### src/rtl/trb_pkg.sv
// Package: shared constants and the output path selector for the trace
// buffer register port. Assumes a 4-bit instruction register.
package trb_pkg;
    localparam int unsigned DATA_W  = 32;
    localparam int unsigned ADDR_W  = 7;
    localparam int unsigned CHAIN_W = 5;
    localparam int unsigned IR_W    = 4;
    localparam int unsigned NREG    = 9;

    // Which serial path drives tdo
    typedef enum logic [1:0] {
        PATH_BYPASS = 2'd0,
        PATH_CHAIN  = 2'd1,
        PATH_ACCESS = 2'd2
    } path_e;
endpackage

### src/rtl/trb_chain_sel.sv
// Chain select register: a CHAIN_W shift stage used under the chain-select
// instruction. Captures the chain in force, applies the new one on update.
// Assumes the TAP flags are mutually exclusive.
module trb_chain_sel #(
    parameter int unsigned CHAIN_W = 5
) (
    input  logic               clk,
    input  logic               rst_n,
    input  logic               sel,
    input  logic               capture_dr,
    input  logic               shift_dr,
    input  logic               update_dr,
    input  logic               tdi,
    output logic               so,
    output logic [CHAIN_W-1:0] chain
);
    logic [CHAIN_W-1:0] sr;

    // Shift stage: capture current chain, shift LSB first
    always_ff @(posedge clk) begin
        if (!rst_n)                 sr <= '0;
        else if (sel && capture_dr) sr <= chain;
        else if (sel && shift_dr)   sr <= {tdi, sr[CHAIN_W-1:1]};
    end

    // Chain latch: applied at Update-DR, parked at all-ones after reset
    always_ff @(posedge clk) begin
        if (!rst_n)                chain <= '1;
        else if (sel && update_dr) chain <= sr;
    end

    assign so = sr[0];

    assert_chain_hold_R3: assert property (@(posedge clk) disable iff (!rst_n)
        !(sel && update_dr) |=> $stable(chain));
endmodule

### src/rtl/trb_access_dr.sv
// Access data register: the DR_W shift stage used for register scans.
// Loads the returned word at capture and exposes the fields at update.
// Assumes act is stable across one scan.
module trb_access_dr #(
    parameter int unsigned DATA_W = 32,
    parameter int unsigned ADDR_W = 7,
    localparam int unsigned DR_W  = DATA_W + ADDR_W + 1
) (
    input  logic              clk,
    input  logic              rst_n,
    input  logic              act,
    input  logic              capture_dr,
    input  logic              shift_dr,
    input  logic [DATA_W-1:0] cap_data,
    input  logic              tdi,
    output logic              so,
    output logic [DATA_W-1:0] f_data,
    output logic [ADDR_W-1:0] f_addr,
    output logic              f_wr
);
    logic [DR_W-1:0] sr;

    // Shift stage: capture data field with zeroed address/direction, shift LSB first
    always_ff @(posedge clk) begin
        if (!rst_n)                 sr <= '0;
        else if (act && capture_dr) sr <= {{(ADDR_W+1){1'b0}}, cap_data};
        else if (act && shift_dr)   sr <= {tdi, sr[DR_W-1:1]};
    end

    assign so     = sr[0];
    assign f_data = sr[DATA_W-1:0];
    assign f_addr = sr[DATA_W +: ADDR_W];
    assign f_wr   = sr[DR_W-1];

    assert_shift_in_R4: assert property (@(posedge clk) disable iff (!rst_n)
        (act && shift_dr && !capture_dr) |=> (f_wr == $past(tdi)));
endmodule

### src/rtl/trb_reg_decode.sv
// Register decode: turns update events into one-hot write strobes, records
// read addresses, and at capture muxes the recorded register back with a
// RAM pop for the data window. Assumes upd and cap never coincide.
module trb_reg_decode #(
    parameter int unsigned DATA_W   = 32,
    parameter int unsigned ADDR_W   = 7,
    parameter int unsigned NREG     = 9,
    parameter int unsigned RAM_ADDR = 4
) (
    input  logic                   clk,
    input  logic                   rst_n,
    input  logic                   upd,
    input  logic                   cap,
    input  logic                   f_wr,
    input  logic [ADDR_W-1:0]      f_addr,
    input  logic [DATA_W-1:0]      f_data,
    input  logic [NREG*DATA_W-1:0] reg_rdata,
    output logic [NREG-1:0]        wr_en,
    output logic [DATA_W-1:0]      wr_data,
    output logic [DATA_W-1:0]      cap_data,
    output logic                   ram_pop
);
    logic [ADDR_W-1:0] rd_addr;
    logic              rd_pend;
    logic              rd_hit;

    // Write strobes: one bit per mapped register, only during Update-DR
    for (genvar g = 0; g < NREG; g++) begin : g_wr
        assign wr_en[g] = upd && f_wr && (f_addr == ADDR_W'(g));
    end
    assign wr_data = f_data;

    // Read bookkeeping: record address on a read update, consume at capture
    always_ff @(posedge clk) begin
        if (!rst_n) begin
            rd_addr <= '0;
            rd_pend <= 1'b0;
        end else if (upd) begin
            rd_addr <= f_addr;
            rd_pend <= !f_wr;
        end else if (cap) begin
            rd_pend <= 1'b0;
        end
    end

    // Return mux: selected register, zero when unmapped or nothing pending
    always_comb begin
        cap_data = '0;
        rd_hit   = 1'b0;
        for (int i = 0; i < NREG; i++) begin
            if (rd_pend && rd_addr == ADDR_W'(i)) begin
                cap_data = reg_rdata[i*DATA_W +: DATA_W];
                rd_hit   = 1'b1;
            end
        end
    end

    assign ram_pop = cap && rd_hit && (rd_addr == ADDR_W'(RAM_ADDR));

    assert_wr_onehot_R5: assert property (@(posedge clk) disable iff (!rst_n)
        $onehot0(wr_en));
    assert_wr_in_update_R5: assert property (@(posedge clk) disable iff (!rst_n)
        (|wr_en) |-> upd);
    assert_pop_in_capture_R9: assert property (@(posedge clk) disable iff (!rst_n)
        ram_pop |-> cap);
    assert_pop_single_R9: assert property (@(posedge clk) disable iff (!rst_n)
        ram_pop |=> !ram_pop);
endmodule

### src/rtl/trb_jtag_port.sv
// Top: trace buffer register port. Picks the serial path from the current
// instruction and chain, gates TAP flags into the chain select register and
// the access register, and owns the bypass stage. Assumes one TAP flag at a
// time and an instruction that is stable during data scans.
module trb_jtag_port
    import trb_pkg::*;
#(
    parameter int unsigned  DATA_W      = trb_pkg::DATA_W,
    parameter int unsigned  ADDR_W      = trb_pkg::ADDR_W,
    parameter int unsigned  CHAIN_W     = trb_pkg::CHAIN_W,
    parameter int unsigned  IR_W        = trb_pkg::IR_W,
    parameter int unsigned  NREG        = trb_pkg::NREG,
    parameter int unsigned  RAM_ADDR    = 4,
    parameter logic [3:0]   OP_CHAIN    = 4'h2,
    parameter logic [3:0]   OP_ACCESS   = 4'hC,
    parameter int unsigned  TRACE_CHAIN = 0
) (
    input  logic                   clk,
    input  logic                   rst_n,
    input  logic [IR_W-1:0]        ir,
    input  logic                   capture_dr,
    input  logic                   shift_dr,
    input  logic                   update_dr,
    input  logic                   tdi,
    output logic                   tdo,
    output logic [NREG-1:0]        wr_en,
    output logic [DATA_W-1:0]      wr_data,
    input  logic [NREG*DATA_W-1:0] reg_rdata,
    output logic                   ram_pop
);
    logic [CHAIN_W-1:0] chain;
    logic               chain_so, acc_so, byp;
    logic               sel_chain, acc_act;
    logic [DATA_W-1:0]  cap_data, f_data;
    logic [ADDR_W-1:0]  f_addr;
    logic               f_wr;
    path_e              path;

    assign sel_chain = (ir == IR_W'(OP_CHAIN));
    assign acc_act   = (ir == IR_W'(OP_ACCESS)) && (chain == CHAIN_W'(TRACE_CHAIN));

    // Path select for tdo
    always_comb begin
        if (sel_chain)    path = PATH_CHAIN;
        else if (acc_act) path = PATH_ACCESS;
        else              path = PATH_BYPASS;
    end

    trb_chain_sel #(.CHAIN_W(CHAIN_W)) u_chain (
        .clk(clk), .rst_n(rst_n), .sel(sel_chain),
        .capture_dr(capture_dr), .shift_dr(shift_dr), .update_dr(update_dr),
        .tdi(tdi), .so(chain_so), .chain(chain)
    );

    trb_access_dr #(.DATA_W(DATA_W), .ADDR_W(ADDR_W)) u_dr (
        .clk(clk), .rst_n(rst_n), .act(acc_act),
        .capture_dr(capture_dr), .shift_dr(shift_dr), .cap_data(cap_data),
        .tdi(tdi), .so(acc_so), .f_data(f_data), .f_addr(f_addr), .f_wr(f_wr)
    );

    trb_reg_decode #(.DATA_W(DATA_W), .ADDR_W(ADDR_W), .NREG(NREG),
                     .RAM_ADDR(RAM_ADDR)) u_dec (
        .clk(clk), .rst_n(rst_n),
        .upd(acc_act && update_dr), .cap(acc_act && capture_dr),
        .f_wr(f_wr), .f_addr(f_addr), .f_data(f_data), .reg_rdata(reg_rdata),
        .wr_en(wr_en), .wr_data(wr_data), .cap_data(cap_data), .ram_pop(ram_pop)
    );

    // Bypass stage: captures 0, shifts tdi when no other path is active
    always_ff @(posedge clk) begin
        if (!rst_n)                                    byp <= 1'b0;
        else if (path == PATH_BYPASS && capture_dr)    byp <= 1'b0;
        else if (path == PATH_BYPASS && shift_dr)      byp <= tdi;
    end

    // Serial output mux
    always_comb begin
        unique case (path)
            PATH_CHAIN:  tdo = chain_so;
            PATH_ACCESS: tdo = acc_so;
            default:     tdo = byp;
        endcase
    end

    assert_idle_gate_R2: assert property (@(posedge clk) disable iff (!rst_n)
        !acc_act |-> (wr_en == '0 && !ram_pop));
endmodule

### config.mk
export PLATFORM = sky130hd
export DESIGN_NAME = trb_jtag_port
export DESIGN_NICKNAME = d
export VERILOG_FILES = /design/src/rtl/trb_pkg.sv /design/src/rtl/trb_chain_sel.sv /design/src/rtl/trb_access_dr.sv /design/src/rtl/trb_reg_decode.sv /design/src/rtl/trb_jtag_port.sv
export SDC_FILE = /design/constraint.sdc
export NUM_CORES = 1
export LEC_CHECK = 0
export ABC_AREA = 1
export CAP_MARGIN = 20
export CORE_MARGIN = 1
export CORE_UTILIZATION = 36
export DETAILED_ROUTE_END_ITERATION = 10
export GPL_TIMING_DRIVEN = 0
export PLACE_DENSITY = 0.79
export SLEW_MARGIN = 5
export SYNTH_ARGS = -nofsm -noshare
export SYNTH_HDL_FRONTEND = slang
export SYNTH_HIERARCHICAL = 1
export SYNTH_SLANG_ARGS = --single-unit
### constraint.sdc
create_clock -name clk -period 1.6 [get_ports clk]
set_input_delay 0.16 -clock clk [delete_from_list [all_inputs] [get_ports clk]]
set_output_delay 0.16 -clock clk [all_outputs]
set_load 0.02 [all_outputs]
==> out/qor.yml <==
run_status:
  status: "complete, but fails checks"
  violations: "setup timing"
die:
  core_area_um2: 16520
  die_w_um: 131.7
  die_area_um2: 17340
  boundaryPins: 341
  floorplan.initialDensity_pct: 36.65
  std_cell_rows: 47
  fp.dieH_um: 131.7
sta:
  setup_tns_ns: -14.64
  slew_headroom_pct: 57.27
  finalHoldViolCount: 0
  setup_violations: 43
  tightest_slew_ns: 0.6410
  fin_crit_ns: 2.042
  min_period_over_period_pct: 127.6
  max_freq_mhz: 489.7
  setup_ws_ns: -0.4421
  holdWs_ns: 0.4753
  rsz0062_at_grt: "true"
  skew_ns: 0.006819
  final_max_slew_viol_count: 0
finish:
  layoutNonFillerInstCount: 1742
  diodes: 0
  drive_gt1_share_pct: 25.69
  fin_nets: 1815
  synthToLayoutAreaGrowth_pct: 94.67
yosys:
  synth_nets: 1403
  synth_compound_area_share_pct: 5.413
  synth_top_area_share_pct: 19.50
  synth_top_family_by_area: "simple AND/OR/NAND/NOR gates"
  yosysUniqueCellTypes: 32
  yosysTopAreaCell: "dfxtp_1"
  synth_area_leaders: "dfxtp_1 20%, nand2_1 19%, nand3_1 17%"
  postSynthCellCount: 1105
  synth_commonest_cells: "314 x nand2_1, 201 x nand3_1, 139 x nor2_1, 105 x inv_1, 59 x dfxtp_1"
  ys.warnings.count: 6
  synth_fa_ha_area_share_pct: 0
  yosysMostFrequentCell: "nand2_1"
  synth_edf_count: 0
  netlist_area_um2: 6056
  ys_seq_area_share_pct: 19.50
  synthSimpleGateAreaFrac_pct: 57.38
  ys_async_sr_fraction_pct: 0
  ys_seq_elements: 59
  synth-xor-area-share_pct: 0
  muxShareOfSynthArea_pct: 0
  avgSynthCellArea_um2: 5.480
  synth_ff_type: "dfxtp_1"
critical_path:
  cp.arrival_ns: 2.25
  slowest_delay_ns: 0.35
  path_class: "flop to flop"
  cpMostUsedCell: "nand2_1"
  crit_path_end_kind: "flop"
  startpoint_type: "flop"
  crit_path_top_delay_cell: "dfxtp_2"
  required_ns: 1.80
  cp_cell_sequence: "nor2_4, nand2_4, nor2_4, buf_12, buf_12, buf_16, nand3_2, nand3_2, nor2_1, nand4_1, nand2_1, nand2_1, inv_1, nand2_1, nand2_1, a21oi_2"
  cp_max_fo: 9
routing:
  drtIter0Drc: 739
  detail-route-antenna-nets: 0
  firstDrtPassIters: 6
  vias: 9308
  viasPerCell: 5.343
  totalWireLength_mm: 32.56
  drc: 0
  routed_wire_length_per_instance_um: 18.69
clock_tree:
  clkSlewWorstSetupHoldPaths_ns: 0.05
  clk_latency_ns: 0.34
  holdBufCountCts: 0
  clockRootBuffer: "clkbuf_16"
  htree_num_levels: 3
  cts_tree: "built"
  clock_path_buffers: 2
  cts_buffers: 9
  cts_sinks: 59
placed_design:
  place.gp.congestion: 0.9552
  placedCellCount: 1665
  hpwl_mm: 23.69
  port_buffers: 340
power:
  power.density_nw_per_um2: 365.3
  total_power_w: 0.004306
  p_leak_nw: 5.407
  peakVddDrop_mv: 0.4273
hold_path:
  hold_class: "flop to flop"
flow_run:
  cap_violations: 0
grt:
  antenna_found_initial: 1
  grt_overflow: 0
  grt_pass1_wl_mm: 48.24
  grt_usage_pct: 35.90
  grt_max_degree: 14
  grt_pass1_vias: 8714
layout make-up:
type / count / area [um2]
tap: 220 / 275.3
multi-input combinational: 834 / 4564
clock buffer: 12 / 246.5
buffer: 95 / 833.3
clock inverter: 4 / 50.05
sequential: 59 / 1196
timing repair inverter: 1 / 16.27
inverter: 114 / 451.7
timing repair buffer: 403 / 4155
fill: 1299 / 4736
layout by cell type (no fill, tap or decap), types with 13 or more instances in the layout:
master / Yosys / layout
clkdlybuf4s50_1: 0 / 314
buf_6: 11 / 49
dfxtp_1: 59 / 51
nand3_2: 2 / 41
inv_1: 105 / 96
nor2_4: 3 / 23
nand2_1: 314 / 268
nand2_2: 8 / 38
nor2_2: 5 / 29
nand4_1: 33 / 33
o21ai_0: 19 / 16
a21oi_1: 36 / 29
nand2_4: 0 / 14
nor3_1: 30 / 22
inv_2: 7 / 13
nor2_1: 139 / 96
buf_4: 39 / 76
nand3_1: 201 / 160
state kept, by name, summed over array words and instances, names as in the netlist:
signal,flops
byp,1
u_dr/sr,40
u_dec/rd_addr,7
u_dec/rd_pend,1
u_chain/sr,5
u_chain/chain,5
worst max-delay path, delay by kind of cell (launching register included):
kind	cells	cell delay (ns)
AOI/OAI and AO/OA	1	0.05
buffers and inverters	4	0.47
DFF	1	0.35
and+or+nand+nor	11	1.05
logic make-up after synthesis:
logic type,after synthesis
AOI/OAI and AO/OA,62
buffers and inverters,213
DFF,59
and+or+nand+nor,771
worst paths after layout:
check	from	endpoint	slack (ns)	cells past startpoint
setup / recovery	u_dec/rd_addr[5]	u_dr/sr[25]	-0.44	16
hold / removal	u_dr/sr[35]	u_dr/sr[34]	0.48	2
setup reg to reg	u_dec/rd_addr[5]	u_dr/sr[25]	-0.44	16
hold reg to reg	u_dr/sr[35]	u_dr/sr[34]	0.48	2
metrics by stage:
step                instance area [um2]  setup slack [ns]  util (%)
detailed placement                 9742            -1.016     58.95
global route                      11790           -0.5180     71.34
global placement                   9742           -0.9771     58.95
floorplan                          6063          0.009347         -
finish                            11790           -0.4421     71.34
CTS                               11360           -0.4120     68.72
power by group:
group / total, W / switching [W] / internal [W]
Sequential: 0.00148 / 0.00000542 / 0.00147
Clock: 0.00194 / 0.000691 / 0.00124
Combinational: 0.000892 / 0.000230 / 0.000661
routing by layer:
layer	GRT usage (%)	share of wire (%)
met5	0	0.040
met4	15.12	4.4
met3	8.603	9.5
met2	62.14	48
met1	42.18	38
timing repair:
item | CTS | global route
cloned | 13 | 0
setup endpoints to repair | 62 | 70
pin swaps | 100 | 50
gates resized for setup | 292 | 115
setup buffers | 42 | 11
Power figures use the tool's default switching activity.
